==> src/rtl/mmu_align_pkg.sv <==
package mmu_align_pkg;

  typedef enum logic [1:0] {
    ACC_FETCH = 2'b00,
    ACC_READ  = 2'b01,
    ACC_WRITE = 2'b10,
    ACC_RSVD  = 2'b11
  } acc_kind_e;

  typedef enum logic [1:0] {
    SZ_BYTE = 2'b00,
    SZ_HALF = 2'b01,
    SZ_WORD = 2'b10,
    SZ_WIDE = 2'b11
  } acc_size_e;

  typedef enum logic [1:0] {
    ST_IDLE  = 2'b00,
    ST_XREQ  = 2'b01,
    ST_XWAIT = 2'b10,
    ST_RESP  = 2'b11
  } ctl_state_e;

  localparam int CFG_EN_BIT  = 0;
  localparam int CFG_CHK_BIT = 1;
  localparam logic [3:0] FSR_ALIGN_CODE = 4'b0001;

  function automatic logic kind_is_fetch(acc_kind_e k);
    return k == ACC_FETCH;
  endfunction

  function automatic logic kind_is_write(acc_kind_e k);
    return k == ACC_WRITE;
  endfunction

endpackage

==> src/rtl/mmu_align_rule.sv <==
module mmu_align_rule
  import mmu_align_pkg::*;
#(
  parameter int ADDR_W     = 32,
  parameter int WORD_BYTES = 4
) (
  input  acc_kind_e         kind,
  input  acc_size_e         size,
  input  logic [ADDR_W-1:0] addr,
  input  logic              chk_en,
  output logic              misaligned,
  output logic [ADDR_W-1:0] adj_addr
);

  localparam int LOW_W   = $clog2(WORD_BYTES);
  localparam int N_SIZES = 4;

  logic [LOW_W-1:0] size_mask [N_SIZES];
  logic [LOW_W-1:0] low_bits;
  logic [LOW_W-1:0] sel_mask;
  logic             data_bad;
  logic             fetch_bad;

  // Mask of address bits that must be zero for each size code; codes
  // wider than a word are clipped to the word mask.
  genvar gi;
  generate
    for (gi = 0; gi < N_SIZES; gi++) begin : g_size
      localparam int RAW = (1 << gi) - 1;
      assign size_mask[gi] = LOW_W'(RAW) & {LOW_W{1'b1}};
    end
  endgenerate

  assign low_bits  = addr[LOW_W-1:0];
  assign sel_mask  = size_mask[size];
  assign data_bad  = |(low_bits & sel_mask);
  assign fetch_bad = |low_bits;

  always_comb begin
    if (kind_is_fetch(kind)) begin
      misaligned = chk_en & fetch_bad;
      adj_addr   = {addr[ADDR_W-1:LOW_W], {LOW_W{1'b0}}};
    end else begin
      misaligned = chk_en & data_bad;
      adj_addr   = addr;
    end
  end

endmodule

==> src/rtl/mmu_fault_log.sv <==
module mmu_fault_log
  import mmu_align_pkg::*;
#(
  parameter int ADDR_W = 32,
  parameter int FSR_W  = 32
) (
  input  logic              clk,
  input  logic              rst_n,
  input  logic              log_en,
  input  logic [ADDR_W-1:0] log_addr,
  output logic [FSR_W-1:0]  fault_status,
  output logic [ADDR_W-1:0] fault_addr
);

  logic [FSR_W-1:0]  fsr_d, fsr_q;
  logic [ADDR_W-1:0] far_d, far_q;

  always_comb begin
    fsr_d = fsr_q;
    far_d = far_q;
    if (log_en) begin
      fsr_d = {{(FSR_W-4){1'b0}}, FSR_ALIGN_CODE};
      far_d = log_addr;
    end
  end

  always_ff @(posedge clk or negedge rst_n) begin
    if (!rst_n) begin
      fsr_q <= '0;
      far_q <= '0;
    end else if (log_en) begin
      fsr_q <= fsr_d;
      far_q <= far_d;
    end
  end

  assign fault_status = fsr_q;
  assign fault_addr   = far_q;

endmodule

==> src/rtl/mmu_access_ctrl.sv <==
module mmu_access_ctrl
  import mmu_align_pkg::*;
#(
  parameter int ADDR_W = 32
) (
  input  logic              clk,
  input  logic              rst_n,
  input  logic              req_valid,
  input  acc_kind_e         req_kind,
  input  acc_size_e         req_size,
  input  logic [ADDR_W-1:0] req_addr,
  input  logic              mmu_en,
  input  logic              misaligned,
  input  logic [ADDR_W-1:0] adj_addr,
  output logic              req_ready,
  output logic              xl_req_valid,
  input  logic              xl_req_ready,
  output logic [ADDR_W-1:0] xl_addr,
  output logic              xl_is_write,
  input  logic              xl_rsp_valid,
  input  logic              xl_rsp_fault,
  input  logic [ADDR_W-1:0] xl_rsp_pa,
  output logic              mem_valid,
  output logic              mem_write,
  output logic [1:0]        mem_size,
  output logic [ADDR_W-1:0] mem_addr,
  output logic              done,
  output logic              fault,
  output logic              log_en,
  output logic              rsp_take
);

  ctl_state_e        state_d, state_q;
  acc_kind_e         kind_d, kind_q;
  acc_size_e         size_d, size_q;
  logic [ADDR_W-1:0] addr_d, addr_q;
  logic              fault_d, fault_q;
  logic              accept;
  logic              info_en;
  logic              addr_en;

  assign accept  = (state_q == ST_IDLE) && req_valid;
  assign info_en = accept;
  assign addr_en = accept | rsp_take;

  always_comb begin
    state_d  = state_q;
    kind_d   = kind_q;
    size_d   = size_q;
    addr_d   = addr_q;
    fault_d  = fault_q;
    log_en   = 1'b0;
    rsp_take = 1'b0;
    unique case (state_q)
      ST_IDLE: begin
        if (req_valid) begin
          kind_d = req_kind;
          size_d = req_size;
          if (!mmu_en) begin
            addr_d  = req_addr;
            fault_d = 1'b0;
            state_d = ST_RESP;
          end else if (misaligned) begin
            addr_d  = req_addr;
            fault_d = 1'b1;
            log_en  = 1'b1;
            state_d = ST_RESP;
          end else begin
            addr_d  = adj_addr;
            fault_d = 1'b0;
            state_d = ST_XREQ;
          end
        end
      end
      ST_XREQ: begin
        if (xl_req_ready) begin
          if (xl_rsp_valid) begin
            rsp_take = 1'b1;
            addr_d   = xl_rsp_pa;
            fault_d  = xl_rsp_fault;
            state_d  = ST_RESP;
          end else begin
            state_d = ST_XWAIT;
          end
        end
      end
      ST_XWAIT: begin
        if (xl_rsp_valid) begin
          rsp_take = 1'b1;
          addr_d   = xl_rsp_pa;
          fault_d  = xl_rsp_fault;
          state_d  = ST_RESP;
        end
      end
      ST_RESP: begin
        state_d = ST_IDLE;
      end
      default: state_d = ST_IDLE;
    endcase
  end

  always_ff @(posedge clk or negedge rst_n) begin
    if (!rst_n) begin
      state_q <= ST_IDLE;
    end else begin
      state_q <= state_d;
    end
  end

  always_ff @(posedge clk or negedge rst_n) begin
    if (!rst_n) begin
      kind_q <= ACC_FETCH;
      size_q <= SZ_BYTE;
    end else if (info_en) begin
      kind_q <= kind_d;
      size_q <= size_d;
    end
  end

  always_ff @(posedge clk or negedge rst_n) begin
    if (!rst_n) begin
      addr_q  <= '0;
      fault_q <= 1'b0;
    end else if (addr_en) begin
      addr_q  <= addr_d;
      fault_q <= fault_d;
    end
  end

  assign req_ready    = (state_q == ST_IDLE);
  assign xl_req_valid = (state_q == ST_XREQ);
  assign xl_addr      = addr_q;
  assign xl_is_write  = kind_is_write(kind_q);
  assign done         = (state_q == ST_RESP);
  assign fault        = done & fault_q;
  assign mem_valid    = done & ~fault_q;
  assign mem_write    = kind_is_write(kind_q);
  assign mem_size     = size_q;
  assign mem_addr     = addr_q;

endmodule

==> src/rtl/mmu_align_front.sv <==
module mmu_align_front
  import mmu_align_pkg::*;
#(
  parameter int ADDR_W     = 32,
  parameter int FSR_W      = 32,
  parameter int WORD_BYTES = 4
) (
  input  logic              clk,
  input  logic              rst_n,
  input  logic [1:0]        mmu_cfg,
  input  logic              req_valid,
  output logic              req_ready,
  input  logic [1:0]        req_kind,
  input  logic [1:0]        req_size,
  input  logic [ADDR_W-1:0] req_addr,
  output logic              xl_req_valid,
  input  logic              xl_req_ready,
  output logic [ADDR_W-1:0] xl_addr,
  output logic              xl_is_write,
  input  logic              xl_rsp_valid,
  input  logic              xl_rsp_fault,
  input  logic [ADDR_W-1:0] xl_rsp_pa,
  output logic              mem_valid,
  output logic              mem_write,
  output logic [1:0]        mem_size,
  output logic [ADDR_W-1:0] mem_addr,
  output logic              done,
  output logic              fault,
  output logic [FSR_W-1:0]  fault_status,
  output logic [ADDR_W-1:0] fault_addr
);

  acc_kind_e         kind_in;
  acc_size_e         size_in;
  logic              misaligned;
  logic [ADDR_W-1:0] adj_addr;
  logic              log_en;
  logic              rsp_take;

  assign kind_in = acc_kind_e'(req_kind);
  assign size_in = acc_size_e'(req_size);

  mmu_align_rule #(
    .ADDR_W    (ADDR_W),
    .WORD_BYTES(WORD_BYTES)
  ) u_rule (
    .kind      (kind_in),
    .size      (size_in),
    .addr      (req_addr),
    .chk_en    (mmu_cfg[CFG_CHK_BIT]),
    .misaligned(misaligned),
    .adj_addr  (adj_addr)
  );

  mmu_access_ctrl #(
    .ADDR_W(ADDR_W)
  ) u_ctrl (
    .clk         (clk),
    .rst_n       (rst_n),
    .req_valid   (req_valid),
    .req_kind    (kind_in),
    .req_size    (size_in),
    .req_addr    (req_addr),
    .mmu_en      (mmu_cfg[CFG_EN_BIT]),
    .misaligned  (misaligned),
    .adj_addr    (adj_addr),
    .req_ready   (req_ready),
    .xl_req_valid(xl_req_valid),
    .xl_req_ready(xl_req_ready),
    .xl_addr     (xl_addr),
    .xl_is_write (xl_is_write),
    .xl_rsp_valid(xl_rsp_valid),
    .xl_rsp_fault(xl_rsp_fault),
    .xl_rsp_pa   (xl_rsp_pa),
    .mem_valid   (mem_valid),
    .mem_write   (mem_write),
    .mem_size    (mem_size),
    .mem_addr    (mem_addr),
    .done        (done),
    .fault       (fault),
    .log_en      (log_en),
    .rsp_take    (rsp_take)
  );

  mmu_fault_log #(
    .ADDR_W(ADDR_W),
    .FSR_W (FSR_W)
  ) u_log (
    .clk         (clk),
    .rst_n       (rst_n),
    .log_en      (log_en),
    .log_addr    (req_addr),
    .fault_status(fault_status),
    .fault_addr  (fault_addr)
  );

endmodule

==> config.mk <==
export PLATFORM = sky130hd
export DESIGN_NAME = mmu_align_front
export DESIGN_NICKNAME = d
export VERILOG_FILES = /design/src/rtl/mmu_align_pkg.sv /design/src/rtl/mmu_align_rule.sv /design/src/rtl/mmu_fault_log.sv /design/src/rtl/mmu_access_ctrl.sv /design/src/rtl/mmu_align_front.sv
export SDC_FILE = /design/constraint.sdc
export NUM_CORES = 1
export LEC_CHECK = 0
export BUFFER_PORTS_ARGS = -buffer_cell sky130_fd_sc_hd__buf_2
export CORE_ASPECT_RATIO = 0.5
export CORE_MARGIN = 2
export CORE_UTILIZATION = 50
export DETAILED_ROUTE_END_ITERATION = 7
export GPL_TIMING_DRIVEN = 0
export HOLD_SLACK_MARGIN = 0.06
export PLACE_DENSITY_LB_ADDON = 0.05
export SLEW_MARGIN = 25
export SYNTH_ARGS = -nofsm -noshare
export SYNTH_HDL_FRONTEND = slang
export SYNTH_HIERARCHICAL = 1
export SYNTH_SLANG_ARGS = --single-unit
==> constraint.sdc <==
create_clock -name clk -period 4.73 [get_ports clk]
set_clock_uncertainty 0.05 [all_clocks]
set_input_delay 0.473 -clock clk [delete_from_list [all_inputs] [get_ports clk]]
set_output_delay 0.473 -clock clk [all_outputs]
set_load 0.05 [all_outputs]
-- Yosys cells after proc, flatten, opt, wreduce, memory -nomap -nowiden
Index checks and enable logic that the tools add are counted.
W data, S select, Z words.
- word-level logic and storage cells: 61
- flip-flop bits (word level): 72
- output and inout bits: 137
- input bits: 76
- muxes and demuxes: 29
- reduce and logical (&&, ||, !) cells: 9
- bitwise gates (word level): 8
- eq/ne operators: 7
- $lt $le $gt $ge: 1
- operator list (operator ; count):
    $mux W32 ; 3
    $pmux W32 S3 ; 1
    $mux W2 ; 10
    $mux W1 ; 11
    $pmux W2 S4 ; 1
    $eq A2 B2 Y1 const B ; 3
    $reduce_and A3 Y1 ; 2
    $and A1 B1 Y1 ; 4
    $bmux W2 S2 ; 1
    $logic_not A2 Y1 ; 2
    $ne A2 B2 Y1 const B ; 2
    $reduce_and A4 Y1 ; 1
    $reduce_or A2 Y1 ; 2
    $ge A3 B3 Y1 const B ; 1
    $not A2 Y3 ; 1
    $pmux W1 S3 ; 1
    $reduce_bool A3 Y1 ; 1
    $and A2 B2 Y2 ; 1
    $eq A2 B1 Y1 const B ; 1
    $ne A2 B1 Y1 const B ; 1
    $pmux W1 S2 ; 1
    $logic_and A1 B1 Y1 ; 1
    $not A1 Y1 ; 1
    $or A1 B1 Y1 ; 1

-- Longest topological paths before layout
Gate-level depths: netlist (run 1).
- depth in word-level cells: 12
- mapped depth: 9
- mapped depth without buffers: 7

-- Modules after synthesis
Netlist (run 1), hierarchy kept.
- modules (own cells, without submodules) (module ; cells an instance ; seq. area each (um^2) ; times used ; area an instance (um^2)):
    mmu_access_ctrl ; 255 ; 975.9 ; 1 ; 2702.6
    mmu_fault_log ; 102 ; 825.8 ; 1 ; 1609.0
    mmu_align_rule ; 36 ; 0.0 ; 1 ; 264.0

-- Least setup slack after synthesis (run 1)
No wires, ideal clock.
- path type: register -> output
- start point: register u_ctrl.state_q[0]
- end point: output port mem_valid
- slack: 2472 ps
- arrival: 1735 ps
- path buffers: 0
- required time: 4207 ps
- stages on the path, launching flop included: 3
- cell sequence: dfrtp_1 ha_1 nor2b_1
- cells in the longest elaborated chain, start to end: 2
- RTL lines (item ; line ; source):
    start: declaration ; mmu_access_ctrl.sv:33 ; ctl_state_e state_d, state_q;
    start signal: assignment ; mmu_access_ctrl.sv:106 ; state_q <= state_d;
    $eq A2 B2 Y1 ; mmu_access_ctrl.sv:134 ; assign done = (state_q == ST_RESP);
    net done ; mmu_align_front.sv:27 ; output logic done,
    $and A1 B1 Y1 ; mmu_access_ctrl.sv:136 ; assign mem_valid = done & ~fault_q;
    end: declaration ; mmu_align_front.sv:23 ; output logic mem_valid,
The timed path passes the listed nets, and every way through them passes these cells.

-- Final worst setup path (run 1)
- start point: register u_ctrl.state_q[0]
- end point: register u_ctrl.addr_q[13], in the netlist u_ctrl/mem_addr[13]
- cells in the longest elaborated chain, start to end: 4
- elaborated cells on any way between the ends: 11
- classes of those cells: eq/ne (4); mux (2); bitwise (1); reduce/logical (4)
- RTL lines (item ; line ; source):
    $eq A2 B2 Y1, or another cell as far along ; mmu_access_ctrl.sv:54 ; unique case (state_q)
    $pmux W1 S2 / $logic_and A1 B1 Y1 (equally long branches) ; mmu_access_ctrl.sv:54, mmu_access_ctrl.sv:42 ;
    $or A1 B1 Y1 ; mmu_access_ctrl.sv:44 ; assign addr_en = accept | rsp_take;
    $reduce_and A4 Y1 (no line) ; -- ;
    end signal: assignment ; mmu_access_ctrl.sv:125 ; addr_q <= addr_d;
    end: declaration ; mmu_access_ctrl.sv:36 ; logic [ADDR_W-1:0] addr_d, addr_q;
Several ways; a longest one is shown, not always the timed one.
A chain may end at the register's enable or synchronous reset.

==> results of run 1 <==
-- sequential cells by signal (all words and copies together) (netlist names) --
register / cells
u_log/fault_status: 1
u_ctrl/state_q: 2
u_log/fault_addr: 32
u_ctrl/mem_addr: 32
u_ctrl/fault_q: 1
u_ctrl/mem_size: 2
u_ctrl/kind_q: 2
-- through the flow --
stage / setup slack [ns] / hold WS [ns] / area (sq um)
final: 2.49 / 0.345 / 6090
after global routing: 2.28 / 0.337 / 6090
after CTS: 2.43 / 0.332 / 6090
after detailed placement: 2.44 / 0.394 / 5770
after global placement: 2.48 / 0.392 / 5740
after floorplan: 2.47 / 0.127 / 4680
-- critical path: stages, from the launching register on --
cell	delay, ns
dfrtp_1	0.47
inv_1	0.12
ha_1	0.42
buf_2	0.29
clkbuf_1	0.43
nand2_1	0.09
o21ai_0	0.12
mux2_4	0.19
-- worst paths after layout --
path                                                endpoint                         startpoint
max                          u_ctrl/mem_addr[13]$_DFFE_PN0P_      u_ctrl/state_q[0]$_DFFE_PN0P_
min                           u_ctrl/mem_size[0]$_DFFE_PN0P_                        req_size[0]
max reg2reg                  u_ctrl/mem_addr[13]$_DFFE_PN0P_      u_ctrl/state_q[0]$_DFFE_PN0P_
min reg2reg                u_log/fault_status[0]$_DFFE_PN0P_  u_log/fault_status[0]$_DFFE_PN0P_
max in group asynchronous     u_ctrl/mem_addr[5]$_DFFE_PN0P_                              rst_n
min in group asynchronous       u_ctrl/kind_q[1]$_DFFE_PN0P_                              rst_n
-- routing by layer --
layer / GRT usage / up-vias
met5: 0 / -
met4: 0.0516 / 0
met3: 0.0635 / 8
met2: 0.370 / 118
met1: 0.260 / 1590
li1: - / 1644
-- timing repair --
item	in CTS	in global routing
gates resized for setup	0	0
endpoints found under the hold margin	30	0
hold buffers	1	0
-- layout make-up --
class / instances / area [sq um] / area share
sequential: 72 / 1800 / 0.296
timing repair buffer: 183 / 946 / 0.155
clock buffer: 11 / 233 / 0.0382
inverter: 3 / 11.3 / 0.00185
multi-input combinational: 235 / 2000 / 0.329
clock inverter: 5 / 81.3 / 0.0134
tap: 117 / 146 / 0.0240
buffer: 112 / 867 / 0.142
==> key figures, run 1 <==
Outcome
  • Outcome: finished clean

STA
  • Final setup vio count: 0
  • RSZ-0062 raised after global routing: false
  • Worst slew pin tran: between 0.5 and 0.6 ns
  • F_max: roughly 450 MHz
  • Max-slew violation count: 0
  • Final Cycle Share: 0.475
  • Final-report hold violation count: 0
  • Slew HR: 0.659
  • Setup TNS: 0 ns
  • Minimum clock period: between 2 and 2.5 ns

GRT
  • Grt total ovfl: 0
  • Largest net degree at the start of global routing: 43
  • Initial antenna violation count: 0
  • Vias in the first global route: ~3,400
  • First-pass GRT wire length: ~17,000 microns
  • Global Route Usage Sum: 0.211

Routing
  • Routed wire length: roughly 10,000 microns
  • Routed Antenna Nets: 0
  • DRT Pass-1 Iters: 4
  • Iter 0 DRT Violations: about 140
  • # DRC: 0
  • Met1 wire length: 4650 microns
  • Post-DR vias/cell: ~4.6
  • Top Metal Used: met4
  • DR WL met3: roughly 690 microns
  • DR WL met2: 5020 microns
  • Vias: approximately 3,400
  • WL per Instance: approximately 14 microns

Synth
  • Syn. warnings: 6
  • Syn_area_per_cell: approximately 12 sq um
  • Mapped Area: 0.00457 sq mm
  • Gate Count Post-Synth: 392

Critical path
  • Worst Reg-to-Reg Cells: 7
  • Crit Path Class: flip-flop to flip-flop
  • WP data required: about 5.0 ns
  • CP Capture Type: flip-flop
  • Max FO, Critical Path: 10
  • CP Launch Type: flip-flop
  • Reg-to-reg slack, setup: approximately 2.5 ns
  • Crit path arrival time: between 2 and 2.5 ns

Final layout
  • Post-route non-filler standard cell count: 738
  • Share of layout cells above drive strength 1: 0.605
  • Commonest cells after routing, fill and taps aside: 183 x buf_2, 98 x buf_4, 72 x dfrtp_1
  • Final core occ: 0.692
  • Fillers: roughly 710
  • Antenna cells: 0
  • Commonest non-fill, non-tap cell in the layout: buf_2
  • Synth-to-Final Area Change: 33.2%
  • Final net count: roughly 700

Worst hold path
  • Worst Hold Class: input port to flip-flop
  • Cells on Worst Hold Path: 2

CTS
  • Clock root cell: clkbuf_16
  • Clock Latency Late Sink: 0.33 ns
  • Post-CTS Setup Bufs: 0
  • CTS H-tree depth: 3
  • Clock transition at the registers of the reported paths: about 0.06 ns
  • TritonCTS Buffers: 9
  • Clock Sinks: around 70
  • Clk buf depth: 2
  • CTS tree: built

Place
  • Number of port buffers: approximately 180
  • Detailed placement HPWL: 7920 microns
  • Routability Congestion: roughly 0.8
  • Placed cells: 721

Die
  • Core area: around 0.0088 sq mm
  • Ports: about 210
  • Die Height: 71.6 microns
  • Rows: 24
  • Initial Util: 0.520
  • Die area: 0.00997 sq mm
  • Die Wd: 139 microns

Job
  • Max cap viols: 0
Power of run 1 is not shown: default switching activity piles up to over one toggle a cycle in this logic, so the estimate is an artifact.
==> inputs of run 2 (changes only) <==
- ABC_AREA: not set -> 1
- CORE_UTILIZATION: 50 -> 43
- clock period: 4.73 -> 1.9 ns (I/O delays scaled with it)
==> key figures, run 2 <==
STA
  • Slew HR: 0.650 (was 0.659)
  • Max-slew violation count: 0 (unchanged)
  • Setup TNS: 0 ns (unchanged)
  • Minimum clock period: 1.81 ns (was 2.24 ns)
  • Final setup vio count: 0 (unchanged)
  • Final-report hold violation count: 0 (unchanged)
  • Worst slew pin tran: 0.526 ns (was 0.512 ns)
  • Final Cycle Share: 0.951 (was 0.475)
  • F_max: 554 MHz (was 446 MHz)

Critical path
  • Reg-to-reg slack, setup: 0.09 ns (was 2.49 ns)
  • Worst r2r src: u_ctrl/state_q[1]$_DFFE_PN0P_ (was u_ctrl/state_q[0]$_DFFE_PN0P_)
  • R2R Path End: u_ctrl/mem_addr[20]$_DFFE_PN0P_ (was u_ctrl/mem_addr[13]$_DFFE_PN0P_)
  • Setup crit start: u_ctrl/state_q[1]$_DFFE_PN0P_ (was u_ctrl/state_q[0]$_DFFE_PN0P_)
  • CP Capture Type: flip-flop (unchanged)
  • Max FO, Critical Path: 8 (was 10)
  • Crit path arrival time: 1.98 ns (was 2.47 ns)
  • CP Launch Type: flip-flop (unchanged)
  • Worst Reg-to-Reg Cells: 12 (was 7)
  • Crit path capture: u_ctrl/mem_addr[20]$_DFFE_PN0P_ (was u_ctrl/mem_addr[13]$_DFFE_PN0P_)
  • WP data required: 2.07 ns (was 4.95 ns)
  • Crit Path Class: flip-flop to flip-flop (unchanged)

Final layout
  • Fillers: 990 (was 709)
  • Share of layout cells above drive strength 1: 0.364 (was 0.605)
  • Synth-to-Final Area Change: 43.4% (was 33.2%)
  • Commonest cells after routing, fill and taps aside: 323 x nand2_1, 188 x buf_2, 108 x buf_4 (was 183 x buf_2, 98 x buf_4, 72 x dfrtp_1)
  • Final design area excluding fillers: 0.00676 sq mm (was 0.00609 sq mm)
  • Multi-input gate area: 0.00196 sq mm (was 0.00200 sq mm)
  • Commonest non-fill, non-tap cell in the layout: nand2_1 (was buf_2)
  • Final net count: 1,017 (was 699)
  • Sequential Area: 0.00180 sq mm (about the same)
  • Antenna cells: 0 (unchanged)

Power
  • Sequential Power Share: 0.203
  • Clock network fraction of total power: 0.132
  • Comb power frac: 0.665
  • Total power: approximately 13 mW
  • Maximum vdd drop: 1.09 mV
  • Static Leak: 4.18 nW
  • Pint: ~5.8 mW
  • Switch Pwr: just over 7 mW
  • PD cells: ~1900 mW/mm^2
  • Sw Ratio: 0.556

Routing
  • Iter 0 DRT Violations: 187 (was 143)
  • Routed Antenna Nets: 0 (unchanged)
  • Post-DR vias/cell: 4.33 (was 4.55)
  • Vias: 4,676 (was 3,360)
  • Routed wire length: 13,700 microns (was 10,400 microns)
  • WL per Instance: 12.7 microns (was 14.1 microns)
  • DRT Pass-1 Iters: 4 (unchanged)
  • # DRC: 0 (unchanged)

Outcome
  • Outcome: finished clean (unchanged)

Worst hold path
  • Worst Hold Class: input port to flip-flop (unchanged)

GRT
  • First-pass GRT wire length: 22,000 microns (was 16,500 microns)
  • Largest net degree at the start of global routing: 44 (was 43)
  • Initial antenna violation count: 0 (unchanged)
  • Met3 Resource Use GR: 0.0585 (was 0.0635)
  • Vias in the first global route: 4,533 (was 3,389)
  • Global Route Usage Sum: 0.231 (was 0.211)
  • Met1 global-route usage: 0.306 (was 0.260)
  • GRT Max-Usage Layer: met2 (unchanged)
  • Grt met2 use: 0.385 (was 0.370)
  • Grt total ovfl: 0 (unchanged)

CTS
  • Clk buf depth: 2 (unchanged)
  • CTS H-tree depth: 3 (unchanged)
  • Clock Sinks: 72 (unchanged)
  • TritonCTS Buffers: 9 (unchanged)
  • Clock root cell: clkbuf_16 (unchanged)
  • Clock Latency Late Sink: 0.33 ns (about the same)
  • Clock transition at the registers of the reported paths: 0.06 ns (about the same)
  • CTS tree: built (unchanged)

Job
  • Max cap viols: 0 (unchanged)

Synth
  • Syn. warnings: 6 (unchanged)
  • Syn_area_per_cell: 7.10 sq um (was 11.7 sq um)
  • Mapped Area: 0.00472 sq mm (was 0.00457 sq mm)
  • Gate Count Post-Synth: 664 (was 392)

Place
  • Post-DP Area: 0.00594 sq mm (was 0.00577 sq mm)
  • Routability Congestion: 0.775 (was 0.813)
  • Number of port buffers: 180 (was 181)
  • Detailed placement HPWL: 9570 microns (was 7920 microns)

Die
  • Die Height: 78.1 microns (was 71.6 microns)
  • Initial Util: 0.452 (was 0.520)
  • Die Wd: 152 microns (was 139 microns)
  • Ports: 213 (unchanged)
  • Die area: 0.0119 sq mm (was 0.00997 sq mm)
  • Core area: 0.0104 sq mm (was 0.00880 sq mm)
  • Rows: 26 (was 24)
run 2: worst min-delay path by stage:
stage	from	to	cells past startpoint	slack [ns]
detailed placement	rst_n	u_ctrl/mem_addr[24]$_DFFE_PN0P_	1	0.11
CTS	req_addr[29]	u_log/fault_addr[29]$_DFFE_PN0P_	3	0.07
global placement	req_size[1]	u_ctrl/mem_size[1]$_DFFE_PN0P_	3	0.35
global route	req_addr[29]	u_log/fault_addr[29]$_DFFE_PN0P_	3	0.08
floorplan	rst_n	u_ctrl/fault_q$_DFFE_PN0P_	0	-0.16
finish	req_addr[29]	u_log/fault_addr[29]$_DFFE_PN0P_	3	0.08
run 2: per-layer routing:
metal,share of wire,vias to the layer above
met5,0,-
met4,0.0071,0
met3,0.062,10
met2,0.46,153
met1,0.47,2088
li1,-,2425
run 2: final cells by class:
type | count | share of cell area
multi-input cells | 448 | 0.290
flip-flops and latches | 72 | 0.267
repair buffers | 230 | 0.208
plain buffers | 123 | 0.136
clock buffers | 11 | 0.0374
inverters | 50 | 0.0289
well taps | 140 | 0.0259
clock inverters | 5 | 0.00814
run 2: power groups by stage:
| stage | Sequential (mW) | Clock (mW) | Combinational [mW] |
|---|---|---|---|
| after floorplan | 4.75 | 0 | 4.30 |
| after global placement | 2.65 | 0 | 8.12 |
| after detailed placement | 2.67 | 0 | 8.20 |
| after CTS | 2.66 | 1.78 | 8.33 |
| after global routing | 2.75 | 1.85 | 9.35 |
| final | 2.65 | 1.73 | 8.69 |
run 2: what timing repair did:
item,CTS,global route
pin swaps,1,3
setup endpoints to repair,30,33
hold buffers,35,0
resized for setup,6,21
hold endpoints to repair,63,0
cloned,0,4
buffers inserted,1,9
run 2: metrics by stage:
stage	hold WS, ns	cells	worst slack, ns	util
final	0.0772	1079	0.0936	0.648
after floorplan	-0.156	694	0.0605	-
after global placement	0.348	1014	-0.0470	0.566
after detailed placement	0.106	1015	-0.0765	0.569
after global routing	0.0821	1079	-0.0292	0.648
after CTS	0.0660	1067	0.0169	0.633
run 2: worst max-delay path, cell delays in order, from the launching register on:
cell      delay (ns)
dfrtp_1         0.42
inv_2           0.13
buf_4           0.13
ha_1            0.17
nand2_1         0.07
nand2_1         0.12
inv_1           0.05
nand2_1         0.10
nor2_4          0.05
buf_12          0.14
clkbuf_4        0.16
nand2_1         0.06
nand2_1         0.04
(Power assumes the default switching activity.)
